`src/rtl/rs_pkg.sv`:
```
package rs_pkg;

  // Arithmetic helpers kept wide; callers truncate to their data width.
  function automatic logic [63:0] fu_addsub(logic [63:0] a, logic [63:0] b, logic sub);
    return sub ? (a - b) : (a + b);
  endfunction

  function automatic logic [63:0] fu_mul(logic [63:0] a, logic [63:0] b);
    return a * b;
  endfunction

  // Architectural register value after reset.
  function automatic logic [63:0] reg_init(int k);
    return 64'(3 * k + 1);
  endfunction

endpackage

```
`src/rtl/rs_rat.sv`:
```
module rs_rat #(
  parameter int NREG = 8,
  parameter int XLEN = 16,
  parameter int TAGW = 2,
  parameter int RW   = 3
) (
  input  logic                      clk,
  input  logic                      rst_n,
  input  logic [1:0][RW-1:0]        src_addr,
  output logic [1:0]                src_rdy,
  output logic [1:0][XLEN-1:0]      src_val,
  output logic [1:0][TAGW-1:0]      src_tag,
  input  logic                      ren_we,
  input  logic [RW-1:0]             ren_rd,
  input  logic [TAGW-1:0]           ren_tag,
  input  logic                      cdb_valid,
  input  logic [TAGW-1:0]           cdb_tag,
  input  logic [RW-1:0]             cdb_rd,
  input  logic [XLEN-1:0]           cdb_val,
  output logic                      rf_we,
  output logic [RW-1:0]             rf_waddr,
  output logic [XLEN-1:0]           rf_wdata
);
  import rs_pkg::*;

  logic [NREG-1:0]           busy;
  logic [NREG-1:0][TAGW-1:0] alias_tag;
  logic [NREG-1:0][XLEN-1:0] arch;

  // Source lookup with same-cycle bus bypass.
  for (genvar s = 0; s < 2; s++) begin : g_src
    always_comb begin
      src_tag[s] = alias_tag[src_addr[s]];
      if (!busy[src_addr[s]]) begin
        src_rdy[s] = 1'b1;
        src_val[s] = arch[src_addr[s]];
      end else if (cdb_valid && cdb_tag == alias_tag[src_addr[s]]) begin
        src_rdy[s] = 1'b1;
        src_val[s] = cdb_val;
      end else begin
        src_rdy[s] = 1'b0;
        src_val[s] = '0;
      end
    end
  end

  // Only the newest rename may retire into the register.
  wire tag_current = busy[cdb_rd] && (alias_tag[cdb_rd] == cdb_tag);
  assign rf_we    = cdb_valid && tag_current;
  assign rf_waddr = cdb_rd;
  assign rf_wdata = cdb_val;

  always_ff @(posedge clk or negedge rst_n) begin
    if (!rst_n) begin
      busy      <= '0;
      alias_tag <= '0;
      for (int k = 0; k < NREG; k++) arch[k] <= XLEN'(reg_init(k));
    end else begin
      if (rf_we) begin
        arch[cdb_rd] <= cdb_val;
        busy[cdb_rd] <= 1'b0;
      end
      if (ren_we) begin
        busy[ren_rd]      <= 1'b1;
        alias_tag[ren_rd] <= ren_tag;
      end
    end
  end

  // a retiring write frees the register unless it is renamed again at once.
  a_r9_clear_on_write: assert property (@(posedge clk) disable iff (!rst_n)
    (rf_we && !(ren_we && ren_rd == rf_waddr)) |=> !busy[$past(rf_waddr)]);

  // a dispatch rename survives a concurrent stale result.
  a_r9_rename_kept: assert property (@(posedge clk) disable iff (!rst_n)
    ren_we |=> (busy[$past(ren_rd)] && alias_tag[$past(ren_rd)] == $past(ren_tag)));

endmodule

```
`src/rtl/rs_station.sv`:
```
module rs_station #(
  parameter int NRS  = 4,
  parameter int XLEN = 16,
  parameter int TAGW = 2,
  parameter int RW   = 3
) (
  input  logic                 clk,
  input  logic                 rst_n,
  input  logic                 disp_we,
  input  logic [1:0]           disp_op,
  input  logic [RW-1:0]        disp_rd,
  input  logic [1:0]           s_rdy,
  input  logic [1:0][XLEN-1:0] s_val,
  input  logic [1:0][TAGW-1:0] s_tag,
  output logic                 full,
  output logic [TAGW-1:0]      free_idx,
  input  logic                 cdb_valid,
  input  logic [TAGW-1:0]      cdb_tag,
  input  logic [XLEN-1:0]      cdb_val,
  input  logic                 add_ok,
  output logic                 add_go,
  output logic [TAGW-1:0]      add_tag,
  output logic [XLEN-1:0]      add_a,
  output logic [XLEN-1:0]      add_b,
  output logic                 add_sub,
  output logic [RW-1:0]        add_rd,
  output logic                 mul_go,
  output logic [TAGW-1:0]      mul_tag,
  output logic [XLEN-1:0]      mul_a,
  output logic [XLEN-1:0]      mul_b,
  output logic [RW-1:0]        mul_rd
);

  logic [NRS-1:0]            vld, iss, is_mul, is_sub, r1, r2;
  logic [NRS-1:0][RW-1:0]    ent_rd;
  logic [NRS-1:0][XLEN-1:0]  v1, v2;
  logic [NRS-1:0][TAGW-1:0]  t1, t2;
  logic [NRS-1:0][NRS-1:0]   older;   // older[i][j]: entry i dispatched before entry j

  logic [NRS-1:0] want_add, want_mul, add_grant, mul_grant, disp_hit;
  logic [NRS-1:0] cap1, cap2;

  function automatic logic [NRS-1:0] pick_oldest(logic [NRS-1:0] req,
                                                 logic [NRS-1:0][NRS-1:0] age);
    logic [NRS-1:0] g;
    for (int i = 0; i < NRS; i++) begin
      g[i] = req[i];
      for (int j = 0; j < NRS; j++)
        if (req[j] && age[j][i]) g[i] = 1'b0;
    end
    return g;
  endfunction

  function automatic logic [TAGW-1:0] enc(logic [NRS-1:0] oh);
    logic [TAGW-1:0] r;
    r = '0;
    for (int i = 0; i < NRS; i++) if (oh[i]) r = TAGW'(i);
    return r;
  endfunction

  always_comb begin
    free_idx = '0;
    for (int i = NRS - 1; i >= 0; i--) if (!vld[i]) free_idx = TAGW'(i);
  end
  assign full = &vld;

  for (genvar i = 0; i < NRS; i++) begin : g_ent
    wire ready_i  = vld[i] && !iss[i] && r1[i] && r2[i];
    assign want_add[i] = ready_i && !is_mul[i];
    assign want_mul[i] = ready_i &&  is_mul[i];
    assign disp_hit[i] = disp_we && (free_idx == TAGW'(i));
    assign cap1[i] = vld[i] && !r1[i] && cdb_valid && (t1[i] == cdb_tag);
    assign cap2[i] = vld[i] && !r2[i] && cdb_valid && (t2[i] == cdb_tag);

    // once a tag is broadcast, no live entry keeps waiting on it.
    a_r4_no_stale_wait: assert property (@(posedge clk) disable iff (!rst_n)
      cdb_valid |=> !(vld[i] && ((!r1[i] && t1[i] == $past(cdb_tag)) ||
                                 (!r2[i] && t2[i] == $past(cdb_tag)))));
  end

  assign add_grant = add_ok ? pick_oldest(want_add, older) : '0;
  assign mul_grant = pick_oldest(want_mul, older);

  assign add_go  = |add_grant;
  assign add_tag = enc(add_grant);
  assign add_a   = v1[add_tag];
  assign add_b   = v2[add_tag];
  assign add_sub = is_sub[add_tag];
  assign add_rd  = ent_rd[add_tag];

  assign mul_go  = |mul_grant;
  assign mul_tag = enc(mul_grant);
  assign mul_a   = v1[mul_tag];
  assign mul_b   = v2[mul_tag];
  assign mul_rd  = ent_rd[mul_tag];

  always_ff @(posedge clk or negedge rst_n) begin
    if (!rst_n) begin
      vld <= '0; iss <= '0; is_mul <= '0; is_sub <= '0; r1 <= '0; r2 <= '0;
      ent_rd <= '0; v1 <= '0; v2 <= '0; t1 <= '0; t2 <= '0; older <= '0;
    end else begin
      for (int i = 0; i < NRS; i++) begin
        if (disp_hit[i]) begin
          vld[i]    <= 1'b1;
          iss[i]    <= 1'b0;
          is_mul[i] <= disp_op[1];
          is_sub[i] <= disp_op[0];
          ent_rd[i] <= disp_rd;
          r1[i] <= s_rdy[0]; v1[i] <= s_val[0]; t1[i] <= s_tag[0];
          r2[i] <= s_rdy[1]; v2[i] <= s_val[1]; t2[i] <= s_tag[1];
          older[i]  <= '0;
        end else begin
          if (cdb_valid && cdb_tag == TAGW'(i)) vld[i] <= 1'b0;
          if (add_grant[i] || mul_grant[i]) iss[i] <= 1'b1;
          if (cap1[i]) begin r1[i] <= 1'b1; v1[i] <= cdb_val; end
          if (cap2[i]) begin r2[i] <= 1'b1; v2[i] <= cdb_val; end
          if (disp_we) older[i][free_idx] <= vld[i];
        end
      end
    end
  end

  // a broadcast always belongs to a live, issued entry.
  a_r2_retire_live: assert property (@(posedge clk) disable iff (!rst_n)
    cdb_valid |-> (vld[cdb_tag] && iss[cdb_tag]));

  // at most one entry per unit per cycle.
  a_r5_one_add: assert property (@(posedge clk) disable iff (!rst_n) $onehot0(add_grant));
  a_r5_one_mul: assert property (@(posedge clk) disable iff (!rst_n) $onehot0(mul_grant));

  // a dispatch never lands on an occupied entry.
  a_r3_slot_empty: assert property (@(posedge clk) disable iff (!rst_n)
    disp_we |=> (older[$past(free_idx)] == '0));

endmodule

```
`src/rtl/rs_mul.sv`:
```
module rs_mul #(
  parameter int XLEN = 16,
  parameter int TAGW = 2,
  parameter int RW   = 3,
  parameter int LAT  = 3
) (
  input  logic            clk,
  input  logic            rst_n,
  input  logic            in_v,
  input  logic [TAGW-1:0] in_tag,
  input  logic [RW-1:0]   in_rd,
  input  logic [XLEN-1:0] in_a,
  input  logic [XLEN-1:0] in_b,
  output logic            out_v,
  output logic [TAGW-1:0] out_tag,
  output logic [RW-1:0]   out_rd,
  output logic [XLEN-1:0] out_res
);
  import rs_pkg::*;

  logic [LAT-1:0]            sv;
  logic [LAT-1:0][TAGW-1:0]  stag;
  logic [LAT-1:0][RW-1:0]    srd;
  logic [LAT-1:0][XLEN-1:0]  sres;

  always_ff @(posedge clk or negedge rst_n) begin
    if (!rst_n) begin
      sv <= '0; stag <= '0; srd <= '0; sres <= '0;
    end else begin
      sv[0]   <= in_v;
      stag[0] <= in_tag;
      srd[0]  <= in_rd;
      sres[0] <= XLEN'(fu_mul(64'(in_a), 64'(in_b)));
      for (int k = 1; k < LAT; k++) begin
        sv[k] <= sv[k-1]; stag[k] <= stag[k-1];
        srd[k] <= srd[k-1]; sres[k] <= sres[k-1];
      end
    end
  end

  assign out_v   = sv[LAT-1];
  assign out_tag = stag[LAT-1];
  assign out_rd  = srd[LAT-1];
  assign out_res = sres[LAT-1];

  // the pipeline front takes exactly what was issued.
  a_r7_stage_entry: assert property (@(posedge clk) disable iff (!rst_n)
    in_v |=> (sv[0] && stag[0] == $past(in_tag)));

endmodule

```
`src/rtl/rs_sched.sv`:
```
module rs_sched #(
  parameter int XLEN    = 16,
  parameter int NREG    = 8,
  parameter int NRS     = 4,
  parameter int MUL_LAT = 3,
  localparam int RW     = (NREG > 1) ? $clog2(NREG) : 1,
  localparam int TAGW   = (NRS > 1) ? $clog2(NRS) : 1
) (
  input  logic            clk,
  input  logic            rst_n,
  input  logic            disp_valid,
  input  logic [1:0]      disp_op,
  input  logic [RW-1:0]   disp_rd,
  input  logic [RW-1:0]   disp_rs1,
  input  logic [RW-1:0]   disp_rs2,
  output logic            disp_stall,
  output logic [TAGW-1:0] disp_tag,
  output logic            cdb_valid,
  output logic [TAGW-1:0] cdb_tag,
  output logic [XLEN-1:0] cdb_value,
  output logic            rf_we,
  output logic [RW-1:0]   rf_waddr,
  output logic [XLEN-1:0] rf_wdata
);
  import rs_pkg::*;

  logic                 st_full;
  logic [TAGW-1:0]      st_free;
  logic [1:0]           s_rdy;
  logic [1:0][XLEN-1:0] s_val;
  logic [1:0][TAGW-1:0] s_tag;
  logic [RW-1:0]        cdb_rd;

  logic            add_ok, add_go, add_sub;
  logic [TAGW-1:0] add_tag_i;
  logic [XLEN-1:0] add_a, add_b;
  logic [RW-1:0]   add_rd_i;

  logic            mul_go;
  logic [TAGW-1:0] mul_tag_i, mul_tag_o;
  logic [XLEN-1:0] mul_a, mul_b, mul_res;
  logic [RW-1:0]   mul_rd_i, mul_rd_o;
  logic            mul_done;

  logic            add_v;
  logic [TAGW-1:0] add_tag_q;
  logic [RW-1:0]   add_rd_q;
  logic [XLEN-1:0] add_res_q;

  wire disp_fire = disp_valid && !st_full;
  assign disp_stall = st_full;
  assign disp_tag   = st_free;

  rs_rat #(.NREG(NREG), .XLEN(XLEN), .TAGW(TAGW), .RW(RW)) u_rat (
    .clk(clk), .rst_n(rst_n),
    .src_addr({disp_rs2, disp_rs1}), .src_rdy(s_rdy), .src_val(s_val), .src_tag(s_tag),
    .ren_we(disp_fire), .ren_rd(disp_rd), .ren_tag(st_free),
    .cdb_valid(cdb_valid), .cdb_tag(cdb_tag), .cdb_rd(cdb_rd), .cdb_val(cdb_value),
    .rf_we(rf_we), .rf_waddr(rf_waddr), .rf_wdata(rf_wdata)
  );

  rs_station #(.NRS(NRS), .XLEN(XLEN), .TAGW(TAGW), .RW(RW)) u_st (
    .clk(clk), .rst_n(rst_n),
    .disp_we(disp_fire), .disp_op(disp_op), .disp_rd(disp_rd),
    .s_rdy(s_rdy), .s_val(s_val), .s_tag(s_tag),
    .full(st_full), .free_idx(st_free),
    .cdb_valid(cdb_valid), .cdb_tag(cdb_tag), .cdb_val(cdb_value),
    .add_ok(add_ok), .add_go(add_go), .add_tag(add_tag_i), .add_a(add_a), .add_b(add_b),
    .add_sub(add_sub), .add_rd(add_rd_i),
    .mul_go(mul_go), .mul_tag(mul_tag_i), .mul_a(mul_a), .mul_b(mul_b), .mul_rd(mul_rd_i)
  );

  rs_mul #(.XLEN(XLEN), .TAGW(TAGW), .RW(RW), .LAT(MUL_LAT)) u_mul (
    .clk(clk), .rst_n(rst_n),
    .in_v(mul_go), .in_tag(mul_tag_i), .in_rd(mul_rd_i), .in_a(mul_a), .in_b(mul_b),
    .out_v(mul_done), .out_tag(mul_tag_o), .out_rd(mul_rd_o), .out_res(mul_res)
  );

  // Single-cycle adder; its output register holds while the multiplier owns the bus.
  assign add_ok = !add_v || !mul_done;

  always_ff @(posedge clk or negedge rst_n) begin
    if (!rst_n) begin
      add_v <= 1'b0; add_tag_q <= '0; add_rd_q <= '0; add_res_q <= '0;
    end else if (add_go) begin
      add_v     <= 1'b1;
      add_tag_q <= add_tag_i;
      add_rd_q  <= add_rd_i;
      add_res_q <= XLEN'(fu_addsub(64'(add_a), 64'(add_b), add_sub));
    end else if (!mul_done) begin
      add_v <= 1'b0;
    end
  end

  // Result bus: multiplier has priority.
  assign cdb_valid = mul_done || add_v;
  assign cdb_tag   = mul_done ? mul_tag_o : add_tag_q;
  assign cdb_rd    = mul_done ? mul_rd_o  : add_rd_q;
  assign cdb_value = mul_done ? mul_res   : add_res_q;

  // a blocked adder result is held unchanged for the next cycle.
  a_r8_add_waits: assert property (@(posedge clk) disable iff (!rst_n)
    (add_v && mul_done) |=> (add_v && $stable(add_tag_q) && $stable(add_res_q)));

  // no dispatch is taken while every entry is occupied.
  a_r3_stall_blocks: assert property (@(posedge clk) disable iff (!rst_n)
    (disp_stall && !cdb_valid) |=> disp_stall);

endmodule

```
`config.mk`:
```
export PLATFORM = sky130hd
export DESIGN_NAME = rs_sched
export DESIGN_NICKNAME = d
export VERILOG_FILES = /design/src/rtl/rs_pkg.sv /design/src/rtl/rs_rat.sv /design/src/rtl/rs_station.sv /design/src/rtl/rs_mul.sv /design/src/rtl/rs_sched.sv
export SDC_FILE = /design/constraint.sdc
export NUM_CORES = 1
export LEC_CHECK = 0
export BUFFER_PORTS_ARGS = -buffer_cell sky130_fd_sc_hd__clkbuf_2
export CAP_MARGIN = 20
export CORE_MARGIN = 10
export CORE_UTILIZATION = 30
export DETAILED_ROUTE_END_ITERATION = 8
export PLACE_DENSITY = 0.41
export SYNTH_ARGS = -nofsm -noshare
export SYNTH_HDL_FRONTEND = slang
export SYNTH_HIERARCHICAL = 1
export SYNTH_SLANG_ARGS = --single-unit
export TNS_END_PERCENT = 1
```
`constraint.sdc`:
```
create_clock -name clk -period 8.5 [get_ports clk]
set_input_delay 0.425 -clock clk [delete_from_list [all_inputs] [get_ports clk]]
set_output_delay 0.425 -clock clk [all_outputs]
set_load 0.02 [all_outputs]
```
==> out/metrics.yaml <==
status:
  outcome: "finished, final reports clean"
sta:
  postLayoutSetupSlackWorst_ns: 1.014
  slew_headroom_pct: 32.60
  fmax_ghz: 0.1336
  fin_crit_sh_pct: 88.07
  tns_ns: 0
  setup_viol: 0
  rsz0062_at_grt: "no"
  hold_violations: 0
  skew_ns: 0.04752
  min_period_ns: 7.486
  slew_violations: 0
  tightest_slew_ns: 1.011
floorplan:
  rows: 113
  die_area_sq_um: 108400
  fp.dieW_microns: 329.3
  core-area_sq_um: 95010
  die_h_microns: 329.3
  start_util_pct: 30.21
  io_pins: 56
cts:
  ctsLongestPathBuffers: 3
  path_clk_slew_ns: 0.06
  cts_root_buffer: "clkbuf_16"
  hold_buffers: 3
  numCtsBuffers: 55
  post-cts-setup-buffers: 0
  cts-resized-gates: 0
  cts_tree: "yes"
  htree_num_levels: 2
  cts.sinks: 436
  insertion_delay_ns: 0.68
power_and_ir_drop:
  power.density_nw_per_um2: 302.5
  p_leak_nw: 13.70
  total_power_mw: 9.620
  ir_worst_vdd_mv: 0.2318
routing:
  wl_per_cell_microns: 23.41
  drt_iter0_drc: 1452
  via_count: 20190
  route.detailed.drc: 0
  drt_first_pass_iters: 5
  ant_nets: 0
  vias_per_cell: 5.109
  wirelength_mm: 92.48
place:
  post-place-ws_ns: 1.069
  hpwl_mm: 63.60
  io_buffers: 55
  gp_congestion: 0.8321
logic_synthesis:
  synth_top_area_cell: "dfrtp_1"
  ys_seq_elements: 436
  netlist_instances: 2713
  syn_nets: 2873
  yosysSeqAreaShare_pct: 38.09
  synth_area_leaders: "dfrtp_1 (37%), mux2_2 (7.8%), mux4_2 (6.0%), mux2i_1 (5.8%), fa_1 (5.6%)"
  synthTopCellsByCount: "dfrtp_1 (419), nand2_1 (362), mux2_2 (200), mux2i_1 (167), inv_1 (139)"
  synthArstFlopShare_pct: 100.0
  netlist_area_sq_um: 28700
  synth_cell_types: 90
  ys_warn_count: 6
  synth-edff-count: 0
  yosysMostFrequentCell: "dfrtp_1"
  synth_area_per_cell_sq_um: 10.58
  yosys.area.top_type_share_pct: 36.53
  yosys_most_used_dff: "dfrtp_1"
finish:
  n_antenna_cell: 0
  drive_gt1_share_pct: 23.45
  seqCellArea_sq_um: 10930
  multi_input_area_sq_um: 15960
  fill_cells: 9615
  nets: 2801
  syn2layout_area_growth_pct: 10.79
run:
  max-cap-violations: 0
grt:
  grt_pass1_vias: 21120
  grt_use_total_pct: 16.96
  gr-total-overflow: 0
  grt_max_degree: 154
  antenna_found_initial: 1
  grt_first_pass_wirelength_mm: 140.0
worst_setup_path:
  cp_common_cell: "fa_1"
  cp.required_ns: 9.02
  startpoint_type: "flop"
  cp_max_fo: 24
  critPathMaxStageDelay_ns: 0.80
  path_class: "flop to flop"
  path_cells: "nand4b_1 > a311oi_4 > buf_4 > and3_1 > a211oi_1 > o31ai_2 > nand2_1 > fa_1 > inv_1 > fa_1 > inv_1 > fa_1 > fa_1 > fa_1 > fa_1 > xor2_1 > xnor2_1 > xnor2_1 > xnor2_1 > xnor3_1 > xnor2_1"
  cp_data_arrival_time_ns: 8.00
  crit_path_end_kind: "flop"
  cp_slowest_cell: "o31ai_2"
worst_hold_path:
  min_path_type: "primary input to flop"
## per-stage QoR
| step | std cells | instance area, sq um | hold slack, ns | utilization [%] |
|---|---|---|---|---|
| 2_1_floorplan | 2713 | 28700 | 0.1294 | - |
| 3_3_place_gp | 3846 | 29820 | 0.3333 | 31.39 |
| 3_5_place_dp | 3846 | 29820 | 0.3347 | 31.39 |
| 4_1_cts | 3951 | 31800 | 0.1868 | 33.47 |
| 5_1_grt | 3951 | 31800 | 0.2333 | 33.47 |
| 6_report | 3951 | 31800 | 0.2497 | 33.47 |
## worst paths after layout
check                                         start                        endpoint  slack [ns]  cells past startpoint
max                         u_st/vld[1]$_DFFE_PN0P_        u_mul/sres[15]$_DFF_PN0_        1.01                     21
min                                      disp_rd[2]      u_st/ent_rd[5]$_DFFE_PN0P_        0.25                      3
max reg2reg                 u_st/vld[1]$_DFFE_PN0P_        u_mul/sres[15]$_DFF_PN0_        1.01                     21
min reg2reg                u_mul/sres[13]$_DFF_PN0_        u_mul/sres[29]$_DFF_PN0_        0.34                      0
max in group asynchronous                     rst_n       u_rat/arch[5]$_DFFE_PN0P_        5.96                      4
min in group asynchronous                     rst_n  u_rat/alias_tag[1]$_DFFE_PN0P_        0.31                      2
## worst max-delay path: cells and delay by family (launching register included)
| kind | cells | cell delay [ns] |
|---|---|---|
| buffers and inverters | 3 | 0.47 |
| and+or+nand+nor | 3 | 0.77 |
| xor gates and xnor gates | 6 | 1.17 |
| adders and majority gates | 6 | 3.04 |
| AOI/OAI and AO/OA | 3 | 1.30 |
| DFF | 1 | 0.55 |
## logic make-up (layout without fill, tap and decap cells)
kind of cell	Yosys count	in the layout	share of synthesized area (%)
muxes	448	448	19.84
xor gates and xnor gates	85	85	2.720
AOI/OAI and AO/OA	463	463	11.86
and+or+nand+nor	741	741	12.25
buffers and inverters	394	367	6.761
DFF	436	436	38.09
adders and majority gates	146	146	8.483
## state kept, by name, summed over array words and instances (netlist names), 6 cells and up
register / cells
add_res_q: 16
u_mul/out_res: 16
u_mul/srd: 6
u_mul/sres: 32
u_rat/alias_tag: 16
u_rat/arch: 128
u_rat/busy: 8
u_st/ent_rd: 12
u_st/older: 16
u_st/t1: 8
u_st/t2: 8
u_st/v1: 64
u_st/v2: 64
## layer usage
| metal | track usage (%) | up-vias | wire length [microns] |
|---|---|---|---|
| li1 | - | 9280 | - |
| met1 | 23.31 | 10300 | 43140 |
| met2 | 27.86 | 486 | 43380 |
| met3 | 1.919 | 120 | 3598 |
| met4 | 4.976 | 0 | 2361 |
| met5 | 0 | - | 0 |
## where the power goes
part           internal (mW)  leakage [nW]  switching, mW
registers               2.63          5.52          0.434
clock network           1.54         0.953          0.985
logic                   1.58          7.23           2.45
total                   5.75          13.7           3.87
## layout by cell type, fill, tap and decap left out, types with 7 or more instances in the layout
cell         n
dfrtp_1    419
nand2_1    361
mux2_2     200
mux2i_1    167
inv_1      139
nor2_1     121
o21ai_0    108
fa_1        81
mux4_2      76
a211oi_1    75
buf_4       66
and2_1      66
ha_1        65
a21oi_1     64
clkbuf_16   55
clkbuf_2    54
o31ai_2     51
xnor2_1     49
and3_1      45
o2bb2ai_1   33
xor2_1      32
a21boi_0    30
nor2_2      29
o31ai_1     21
nand3_1     18
clkbuf_1    17
dfstp_2     17
nor3_1      14
a21o_1      13
o21ai_1     13
clkbuf_8    12
nor2b_1     11
nand2b_1    11
o21a_1       8
bufinv_16    8
nor4_2       8
clkinv_2     7
## cell type report
class                   count  share of cell area (%)
flip-flops and latches    436                   34.38
clock inverters            18                   1.074
clock buffers              84                   5.048
repair buffers            126                   2.676
well taps                1265                   4.978
inverters                 139                   1.641
multi-input cells        1883                   50.20
(Power assumes the default switching activity.)
